$ cat src/rtl/tsq_pkg.sv
package tsq_pkg;

  localparam int ADDR_SLICE  = 0;
  localparam int ADDR_TXCAP  = 1;
  localparam int ADDR_STATUS = 2;
  localparam int ADDR_RDCTL  = 3;
  localparam int ADDR_TS0    = 4;
  localparam int ADDR_TS1    = 5;
  localparam int ADDR_TS2    = 6;
  localparam int ADDR_TS3    = 7;
  localparam int ADDR_INFO0  = 8;
  localparam int ADDR_INFO1  = 9;

  typedef struct packed {
    logic [31:0] sec;
    logic [31:0] ns;
    logic [15:0] seqId;
    logic [3:0]  msgType;
    logic        isTx;
  } tsRecord_t;

  typedef struct packed {
    logic pushTx;
    logic pushRx;
    logic pop;
    logic freeze;
  } qStrobe_t;

endpackage

$ cat src/rtl/tsq_ctrl.sv
module tsq_ctrl
  import tsq_pkg::*;
#(
  parameter int DEPTH  = 4,
  parameter int ADDR_W = 4
) (
  input  logic              clk,
  input  logic              rstN,
  input  logic              regWrEn,
  input  logic [ADDR_W-1:0] regAddr,
  input  logic [15:0]       regWrData,
  input  logic              txSop,
  input  logic              rxSop,
  output qStrobe_t          stb,
  output logic [15:0]       sliceWord,
  output logic [15:0]       capWord,
  output logic [15:0]       statusWord,
  output logic [15:0]       rdCtlWord,
  output logic              pending
);
  localparam int CNT_W = $clog2(DEPTH + 1);

  logic             txSliceEn, rxSliceEn, txCapEn, ovfFlag;
  logic [1:0]       rdCtl;
  logic [CNT_W-1:0] count, freeSlots;
  logic             wrSlice, wrCap, wrStatus, wrRdCtl;
  logic             txReq, rxReq, dropAny;

  assign wrSlice  = regWrEn && (regAddr == ADDR_W'(ADDR_SLICE));
  assign wrCap    = regWrEn && (regAddr == ADDR_W'(ADDR_TXCAP));
  assign wrStatus = regWrEn && (regAddr == ADDR_W'(ADDR_STATUS));
  assign wrRdCtl  = regWrEn && (regAddr == ADDR_W'(ADDR_RDCTL));

  assign freeSlots = CNT_W'(DEPTH) - count;
  assign txReq = txSop && txSliceEn && txCapEn;
  assign rxReq = rxSop && rxSliceEn;

  always_comb begin
    stb.pushTx = txReq && (freeSlots != '0);
    stb.pushRx = rxReq && (freeSlots > (stb.pushTx ? CNT_W'(1) : CNT_W'(0)));
    stb.pop    = wrRdCtl && regWrData[1] && !rdCtl[1] && (count != '0);
    stb.freeze = wrRdCtl && regWrData[0] && !rdCtl[0] && (count != '0);
    dropAny    = (txReq && !stb.pushTx) || (rxReq && !stb.pushRx);
  end

  always_ff @(posedge clk or negedge rstN) begin
    if (!rstN) begin
      txSliceEn <= 1'b0;
      rxSliceEn <= 1'b0;
      txCapEn   <= 1'b0;
      rdCtl     <= '0;
    end else begin
      if (wrSlice) begin
        txSliceEn <= regWrData[0];
        rxSliceEn <= regWrData[8];
      end
      if (wrCap)   txCapEn <= regWrData[0];
      if (wrRdCtl) rdCtl   <= regWrData[1:0];
    end
  end

  always_ff @(posedge clk or negedge rstN) begin
    if (!rstN) begin
      count   <= '0;
      ovfFlag <= 1'b0;
    end else begin
      count <= count + CNT_W'(stb.pushTx) + CNT_W'(stb.pushRx) - CNT_W'(stb.pop);
      if (dropAny)                        ovfFlag <= 1'b1;
      else if (wrStatus && regWrData[2])  ovfFlag <= 1'b0;
    end
  end

  assign pending    = (count != '0);
  assign sliceWord  = {7'b0, rxSliceEn, 7'b0, txSliceEn};
  assign capWord    = {15'b0, txCapEn};
  assign statusWord = {13'b0, ovfFlag, pending, 1'b0};
  assign rdCtlWord  = {14'b0, rdCtl};

  // occupancy never passes the depth
  p_count_bound_r10: assert property (@(posedge clk) disable iff (!rstN)
    count <= CNT_W'(DEPTH));

  // the overflow flag stays set until a clear write
  p_ovf_sticky_r10: assert property (@(posedge clk) disable iff (!rstN)
    (ovfFlag && !(wrStatus && regWrData[2])) |=> ovfFlag);

  // transmit pushes need both transmit enables
  p_tx_gate_r2: assert property (@(posedge clk) disable iff (!rstN)
    stb.pushTx |-> (txSliceEn && txCapEn));

  // a lone pop lowers the count by one
  p_pop_decr_r8: assert property (@(posedge clk) disable iff (!rstN)
    (stb.pop && !stb.pushTx && !stb.pushRx) |=> (count == $past(count) - CNT_W'(1)));

endmodule

$ cat src/rtl/tsq_datapath.sv
module tsq_datapath
  import tsq_pkg::*;
#(
  parameter int DEPTH  = 4,
  parameter int ADDR_W = 4
) (
  input  logic              clk,
  input  logic              rstN,
  input  qStrobe_t          stb,
  input  logic [31:0]       curSec,
  input  logic [31:0]       curNs,
  input  logic [15:0]       txSeqId,
  input  logic [3:0]        txMsgType,
  input  logic [15:0]       rxSeqId,
  input  logic [3:0]        rxMsgType,
  input  logic [ADDR_W-1:0] regAddr,
  input  logic [15:0]       sliceWord,
  input  logic [15:0]       capWord,
  input  logic [15:0]       statusWord,
  input  logic [15:0]       rdCtlWord,
  output logic [15:0]       regRdData
);
  localparam int PTR_W = (DEPTH > 1) ? $clog2(DEPTH) : 1;

  tsRecord_t        slots [DEPTH];
  tsRecord_t        txRec, rxRec, snapRec;
  logic [PTR_W-1:0] wrPtr, rdPtr, rxSlot;

  assign txRec  = '{sec: curSec, ns: curNs, seqId: txSeqId, msgType: txMsgType, isTx: 1'b1};
  assign rxRec  = '{sec: curSec, ns: curNs, seqId: rxSeqId, msgType: rxMsgType, isTx: 1'b0};
  assign rxSlot = stb.pushTx ? wrPtr + PTR_W'(1) : wrPtr;

  for (genvar i = 0; i < DEPTH; i++) begin : g_slot
    always_ff @(posedge clk or negedge rstN) begin
      if (!rstN) begin
        slots[i] <= '0;
      end else if (stb.pushTx && (wrPtr == PTR_W'(i))) begin
        slots[i] <= txRec;
      end else if (stb.pushRx && (rxSlot == PTR_W'(i))) begin
        slots[i] <= rxRec;
      end
    end
  end

  always_ff @(posedge clk or negedge rstN) begin
    if (!rstN) begin
      wrPtr   <= '0;
      rdPtr   <= '0;
      snapRec <= '0;
    end else begin
      wrPtr <= wrPtr + PTR_W'(stb.pushTx) + PTR_W'(stb.pushRx);
      rdPtr <= rdPtr + PTR_W'(stb.pop);
      if (stb.freeze) snapRec <= slots[rdPtr];
    end
  end

  always_comb begin
    case (regAddr)
      ADDR_W'(ADDR_SLICE):  regRdData = sliceWord;
      ADDR_W'(ADDR_TXCAP):  regRdData = capWord;
      ADDR_W'(ADDR_STATUS): regRdData = statusWord;
      ADDR_W'(ADDR_RDCTL):  regRdData = rdCtlWord;
      ADDR_W'(ADDR_TS0):    regRdData = snapRec.ns[15:0];
      ADDR_W'(ADDR_TS1):    regRdData = snapRec.ns[31:16];
      ADDR_W'(ADDR_TS2):    regRdData = snapRec.sec[15:0];
      ADDR_W'(ADDR_TS3):    regRdData = snapRec.sec[31:16];
      ADDR_W'(ADDR_INFO0):  regRdData = snapRec.seqId;
      ADDR_W'(ADDR_INFO1):  regRdData = {snapRec.msgType, snapRec.isTx, 11'b0};
      default:              regRdData = '0;
    endcase
  end

  // the snapshot only moves on a freeze
  p_snap_stable_r5: assert property (@(posedge clk) disable iff (!rstN)
    !stb.freeze |=> $stable(snapRec));

  // the read pointer only moves on a pop
  p_rdptr_hold_r9: assert property (@(posedge clk) disable iff (!rstN)
    !stb.pop |=> $stable(rdPtr));

endmodule

$ cat src/rtl/tsq_top.sv
module tsq_top
  import tsq_pkg::*;
#(
  parameter int DEPTH  = 4,
  parameter int ADDR_W = 4
) (
  input  logic              clk,
  input  logic              rstN,
  input  logic [31:0]       curSec,
  input  logic [31:0]       curNs,
  input  logic              txSop,
  input  logic [15:0]       txSeqId,
  input  logic [3:0]        txMsgType,
  input  logic              rxSop,
  input  logic [15:0]       rxSeqId,
  input  logic [3:0]        rxMsgType,
  input  logic              regWrEn,
  input  logic [ADDR_W-1:0] regAddr,
  input  logic [15:0]       regWrData,
  output logic [15:0]       regRdData,
  output logic              tsPending
);
  qStrobe_t    stb;
  logic [15:0] sliceWord, capWord, statusWord, rdCtlWord;

  tsq_ctrl #(.DEPTH(DEPTH), .ADDR_W(ADDR_W)) u_ctrl (
    .clk(clk), .rstN(rstN), .regWrEn(regWrEn), .regAddr(regAddr),
    .regWrData(regWrData), .txSop(txSop), .rxSop(rxSop), .stb(stb),
    .sliceWord(sliceWord), .capWord(capWord), .statusWord(statusWord),
    .rdCtlWord(rdCtlWord), .pending(tsPending)
  );

  tsq_datapath #(.DEPTH(DEPTH), .ADDR_W(ADDR_W)) u_dp (
    .clk(clk), .rstN(rstN), .stb(stb), .curSec(curSec), .curNs(curNs),
    .txSeqId(txSeqId), .txMsgType(txMsgType), .rxSeqId(rxSeqId),
    .rxMsgType(rxMsgType), .regAddr(regAddr), .sliceWord(sliceWord),
    .capWord(capWord), .statusWord(statusWord), .rdCtlWord(rdCtlWord),
    .regRdData(regRdData)
  );

  // pending drops only through a pop
  p_pending_fall_r4: assert property (@(posedge clk) disable iff (!rstN)
    (tsPending && !stb.pop) |=> tsPending);

endmodule

$ cat config.mk
export PLATFORM = sky130hd
export DESIGN_NAME = tsq_top
export DESIGN_NICKNAME = d
export VERILOG_FILES = /design/src/rtl/tsq_pkg.sv /design/src/rtl/tsq_ctrl.sv /design/src/rtl/tsq_datapath.sv /design/src/rtl/tsq_top.sv
export SDC_FILE = /design/constraint.sdc
export NUM_CORES = 1
export LEC_CHECK = 0
export ABC_AREA = 1
export BUFFER_PORTS_ARGS = -buffer_cell sky130_fd_sc_hd__buf_4
export CAP_MARGIN = 20
export CORE_MARGIN = 2
export CORE_UTILIZATION = 36
export CTS_CLUSTER_DIAMETER = 150
export DETAILED_ROUTE_END_ITERATION = 10
export SLEW_MARGIN = 20
export SYNTH_ARGS = -nofsm -noshare
export SYNTH_HDL_FRONTEND = slang
export SYNTH_SLANG_ARGS = --single-unit
$ cat constraint.sdc
create_clock -name clk -period 5.89 [get_ports clk]
set_input_delay 0.2945 -clock clk [delete_from_list [all_inputs] [get_ports clk]]
set_output_delay 0.2945 -clock clk [all_outputs]
set_load 0.03 [all_outputs]
# == After elaboration in Yosys (flattened, before gate mapping) ==
# Cells that the tools add are included.
# op_classes
n_addsub,8
magnitude_cmp,2
n_eq_ne,15
n_mux,16
n_bitwise,1
n_reduce_logical,41
# op_table
op,n
two-way mux 85 bit,10
binary-select mux 85 bit (select 2 bit),1
case mux 16 bit (10 select lines),1
logical AND 1 bit,26
"equality test 4 x 3 -> 1 bit, second input constant",4
nonzero test 2 bit,5
"equality test 2 bit, second input constant",4
"equality test 4 x 2 -> 1 bit, second input constant",2
"equality test 4 bit, second input constant",2
adder 2 x 1 -> 2 bit,3
adder 3 x 1 -> 3 bit,2
nonzero test 3 bit,2
"equality test 2 x 1 -> 1 bit, second input constant",2
"equality test 4 x 1 -> 1 bit, second input constant",1
logical NOT 1 bit,4
logical NOT 2 bit,2
logical NOT 4 bit,1
"greater-or-equal comparator 3 bit, second input constant",1
greater-than comparator 3 bit,1
two-way mux 1 bit,3
NOT 2 -> 3 bit,1
subtractor 3 x 1 -> 3 bit,1
"subtractor 3 bit, first input constant",1
"adder 2 x 1 -> 2 bit, second input constant",1
2 further kinds,2
# totals
regBits,438
input_bits,129
out_inout_bits,17
word_cells,116

# == Logic depth before layout (Yosys ltp) ==
# depth
ltp_word,10
depth_mapped,15
mapped_depth_nobuf,15

# == Cells and area by module ==
# A second synthesis with hierarchy kept.
# hier_totals
hier_cells,3106
hier_area_um2,22694.3
# by_module_without_submodules
module,instances,cells_each,area_each_um2
tsq_datapath,1,2965,21620.7
tsq_ctrl,1,141,1073.5

# == Worst setup path after synthesis ==
# Ideal clock, no wire load.
# synth_path
path_type,reg-to-reg
start,register u_ctrl.count[0]
end,register u_ctrl.count[2]
arrival_ps,2841
t_required_ps,5761
slack_ps,2920
stages_incl_launch_ff,16
n_path_buf,0
path_cell_list,dfrtp_1 inv_1 ha_1 ha_1 nand2_2 nand2_4 nand2_2 a21oi_4 inv_1 ha_1 xnor2_1 inv_1 ha_1 o21bai_1 fa_1 xor2_1
# synth_via
elab_chain_len,8
elab_cells_between_ends,11
# synth_rtl
item,line_no,rtl
from (decl),tsq_ctrl.sv:25,"logic [CNT_W-1:0] count, freeSlots;"
from (signal assigned),tsq_ctrl.sv:67,count <= count + CNT_W'(stb.pushTx) + CNT_W'(stb.pushRx) - CNT_W'(stb.pop);
subtractor 3 bit,tsq_ctrl.sv:34,assign freeSlots = CNT_W'(DEPTH) - count;
nonzero test 3 bit,tsq_ctrl.sv:39,stb.pushTx = txReq && (freeSlots != '0);
logical AND 1 bit,tsq_ctrl.sv:39,
two-way mux 1 bit,tsq_ctrl.sv:40,stb.pushRx = rxReq && (freeSlots > (stb.pushTx ? CNT_W'(1) : CNT_W'(0)));
greater-than comparator 3 bit,tsq_ctrl.sv:40,
logical AND 1 bit,tsq_ctrl.sv:40,
adder 3 x 1 -> 3 bit,tsq_ctrl.sv:67,
subtractor 3 x 1 -> 3 bit *,tsq_ctrl.sv:67,
# Every way passes the cells marked *; elsewhere a longest branch is shown, timed or not.
# A chain may end at the register's enable or synchronous reset.

# == Final worst setup path ==
# layout_path
start,register u_ctrl.count[0]
end,register u_dp.slots[49] (netlist bit)
# layout_via
elab_chain_len,8
elab_cells_between_ends,12
# layout_rtl
item,line_no,rtl
subtractor 3 bit *,tsq_ctrl.sv:34,
nonzero test 3 bit,tsq_ctrl.sv:39,
logical AND 1 bit,tsq_ctrl.sv:39,
two-way mux 1 bit,tsq_ctrl.sv:40,
greater-than comparator 3 bit,tsq_ctrl.sv:40,
logical AND 1 bit,tsq_ctrl.sv:40,
logical AND 1 bit,tsq_datapath.sv:39,end else if (stb.pushRx && (rxSlot == PTR_W'(i))) begin
nonzero test 2 bit (no source line),--,
"to (signal, indexed assignment)",tsq_datapath.sv:38,slots[i] <= txRec;
"to (signal, indexed assignment)",tsq_datapath.sv:40,slots[i] <= rxRec;
to (decl),tsq_datapath.sv:25,tsRecord_t slots [DEPTH];
# Marked as above.

==> impl_metrics.yaml <==
synthesis:
  postSynthCellCount: 2839
  synth_top_family_by_area: "simple AND/OR/NAND/NOR gates"
  syn_area_mm2: 0.0214
  yosysWarnings: 0
  ys_seq_area_share_pct: 51.2
  synth_area_per_cell_um2: 7.54
  synthMuxAreaShare_pct: 0.0526
  synth-edff-count: 0
  syn_nets: 2980
  ys_ff_latch: 438
  async_flop_share_pct: 100
  yosys.cell_types.count: 30
  synth-simple-area-share_pct: 30.6
  synth_compound_area_share_pct: 10.5
  synth_fa_ha_area_share_pct: 0.737
  synth_xor_area_share_pct: 0.246
  synth-main-ff-cell: "dfrtp_1"
critical_path:
  critPathMaxStageDelay_ns: 0.91
  crit_path_end_kind: "flip-flop"
  cp_slowest_cell: "buf_4"
  critPathBufInv: 2
  critPathTopFamily: "simple AND/OR/NAND/NOR gates"
  critPathRequiredTime_ns: 6.41
  critPathLaunchType: "flip-flop"
  path_max_fanout: 74
  path_cells: "inv_1, ha_1, ha_1, nand2_2, nand2_4, nand2_2, a21oi_4, nand2_4, nand2_4, buf_4, nand2_1, nand2_1"
  crit_type: "flip-flop to flip-flop"
  arrival_ns: 4.31
  cpMostUsedCell: "nand2_4"
timing:
  rsz0062_at_grt: "false"
  maxSlewViolCount: 0
  fin_setup_tns_ns: 0
  fmax_mhz: 264
  finalHoldViolations: 0
  setup_viol: 0
  slew_headroom_pct: 21.0
  finalCritPeriodShare_pct: 64.3
  worst_pin_slew_ns: 1.19
  min_period_ns: 3.79
  clock-skew-final_ns: 0.0146
global_route:
  grt_pass1_vias: 19749
  grt_max_degree: 162
  grt_pass1_wl_mm: 113
  gr-total-overflow: 0
  grt_util_all_layers_pct: 23.7
  antenna_found_initial: 1
finish:
  layout-drive-gt1-share_pct: 8.68
  area_growth_pct: 17.9
  seqCellArea_mm2: 0.0110
  layout_common_cells: "947 x nand2_1, 436 x dfrtp_1, 417 x o21ai_0"
  final_util_pct: 42.8
  final_net_count: 3059
  fillerInstances: 5872
  final_common_cell: "nand2_1"
  multi_input_area_mm2: 0.00913
drt:
  drc: 0
  routed_wl_mm: 72.4
  drt-initial-drc-count: 2046
  avgViaCountPerCell: 5.35
  wire_per_inst_um: 19.4
  dr.pass1.iters: 6
  drtAntennaViolNets: 0
  vias: 19945
cts:
  cts_buffers: 50
  cts.path.max_buffers: 3
  cts.sink_count: 438
  clockRootBuffer: "clkbuf_16"
  cts_tree: "built"
  htree_levels: 2
  clk_pin_slew_ns: 0.06
  worstSkewPairLatency_ns: 0.60
  post_cts_resized: 0
power_and_ir_drop:
  power.density_mw_per_mm2: 495
  power_uw: 12500
  ir_drop_uv: 275
  static-leakage-power_uw: 0.0130
placement:
  dp_hpwl_mm: 41.1
  place.gp.congestion: 0.822
  io_buffers: 133
job:
  cap_viol_max_count: 0
die:
  start_util_pct: 36.3
  coreArea_mm2: 0.0589
  fp.dieW_um: 248
  io_pins: 146
  num_rows: 89
  die_h_um: 248
  dieArea_mm2: 0.0614
run_status:
  status: "completed"
worst_hold_path:
  hold_class: "input port to flip-flop"
==> worst reg2reg max path, stage by stage (launching register included) <==
cell and delay, ns:
dfrtp_1 0.39, inv_1 0.08, ha_1 0.20, ha_1 0.30, nand2_2 0.22, nand2_4 0.22
nand2_2 0.10, a21oi_4 0.26, nand2_4 0.41, nand2_4 0.33, buf_4 0.91, nand2_1 0.18
nand2_1 0.11
==> final timing paths <==
kind,startpoint,slack [ns],cells past startpoint,to
max,u_ctrl.count[0]$_DFF_PN0_,2.10,12,u_dp.slots[49]$_DFFE_PN0P_
min,rxMsgType[3],0.03,5,u_dp.slots[174]$_DFFE_PN0P_
max reg2reg,u_ctrl.count[0]$_DFF_PN0_,2.10,12,u_dp.slots[49]$_DFFE_PN0P_
min reg2reg,u_dp.slots[85]$_DFFE_PN0P_,0.46,2,u_dp.slots[85]$_DFFE_PN0P_
max in group asynchronous,rstN,4.00,3,u_dp.slots[90]$_DFFE_PN0P_
min in group asynchronous,rstN,0.33,2,u_dp.slots[247]$_DFFE_PN0P_
==> sequential cells by signal, summed over array words and instances, names as in the netlist <==
signal            cells
u_ctrl.rdCtl          2
u_ctrl.txSliceEn      1
u_ctrl.txCapEn        1
u_ctrl.rxSliceEn      1
u_dp.wrPtr            2
u_dp.snapRec         85
u_ctrl.ovfFlag        1
u_ctrl.count          3
u_dp.rdPtr            2
u_dp.slots          340
==> logic make-up (layout without fill, tap and decap cells) <==
logic type	after synthesis	after routing
AND/OR/NAND/NOR	1604	1604
flip-flops	438	438
AO/OA/AOI/OAI	445	445
other	0	1
buffers and inverters	333	445
XOR/XNOR	6	6
multiplexers	1	1
adder cells (fa/ha/maj)	12	12
==> cells in the mapped netlist, types with 4 or more instances <==
| library cell | number | area [µm²] |
|---|---|---|
| nand2_1 | 955 | 3580 |
| xor2_1 | 4 | 35.0 |
| o21ai_0 | 417 | 2090 |
| buf_4 | 28 | 210 |
| buf_2 | 42 | 210 |
| ha_1 | 11 | 138 |
| clkbuf_1 | 112 | 420 |
| buf_1 | 21 | 78.8 |
| o21ai_1 | 7 | 35.0 |
| a21oi_1 | 13 | 65.1 |
| nor2_1 | 268 | 1010 |
| inv_1 | 129 | 484 |
| nand4_1 | 13 | 81.3 |
| nand3_1 | 359 | 1800 |
| dfrtp_1 | 438 | 11000 |
==> power breakdown <==
part           switching (µW)  internal, µW  leakage, µW
sequential                809          4310      0.00563
clock                    1260          1990     0.000824
combinational            2670          1460      0.00651
total                    4730          7760       0.0130
==> layout make-up <==
type	count	share of cell area, %
timing repair buffer	230	7.85
clock inverter	10	0.803
clock buffer	75	5.90
sequential	438	43.5
inverter	130	1.94
multi-input combinational	2068	36.2
tap	773	3.83
antenna	1	0.00992
==> metrics by stage <==
step	hold slack, ns	std cells	setup WS (ns)	instance area, µm²
2_1_floorplan	-0.00109	2839	2.92	21400
3_3_place_gp	0.409	3570	2.24	22800
3_5_place_dp	0.416	3570	2.11	22800
4_1_cts	0.00479	3724	2.11	25200
5_1_grt	0.0382	3725	1.89	25200
6_report	0.0330	3725	2.10	25200
==> per-layer routing <==
metal	share of wire (%)	global-route usage (%)	wire length, µm
met5	0	0	0
met4	3.1	8.28	2260
met3	8.9	5.17	6430
met2	45	36.7	32600
met1	43	32.8	31000
==> what timing repair did <==
item	4_1_cts	5_1_grt
setup buffers	0	0
hold buffers	69	0
endpoints found under the hold margin	358	0
setup endpoints to repair	0	0
(Power assumes the default switching activity.)
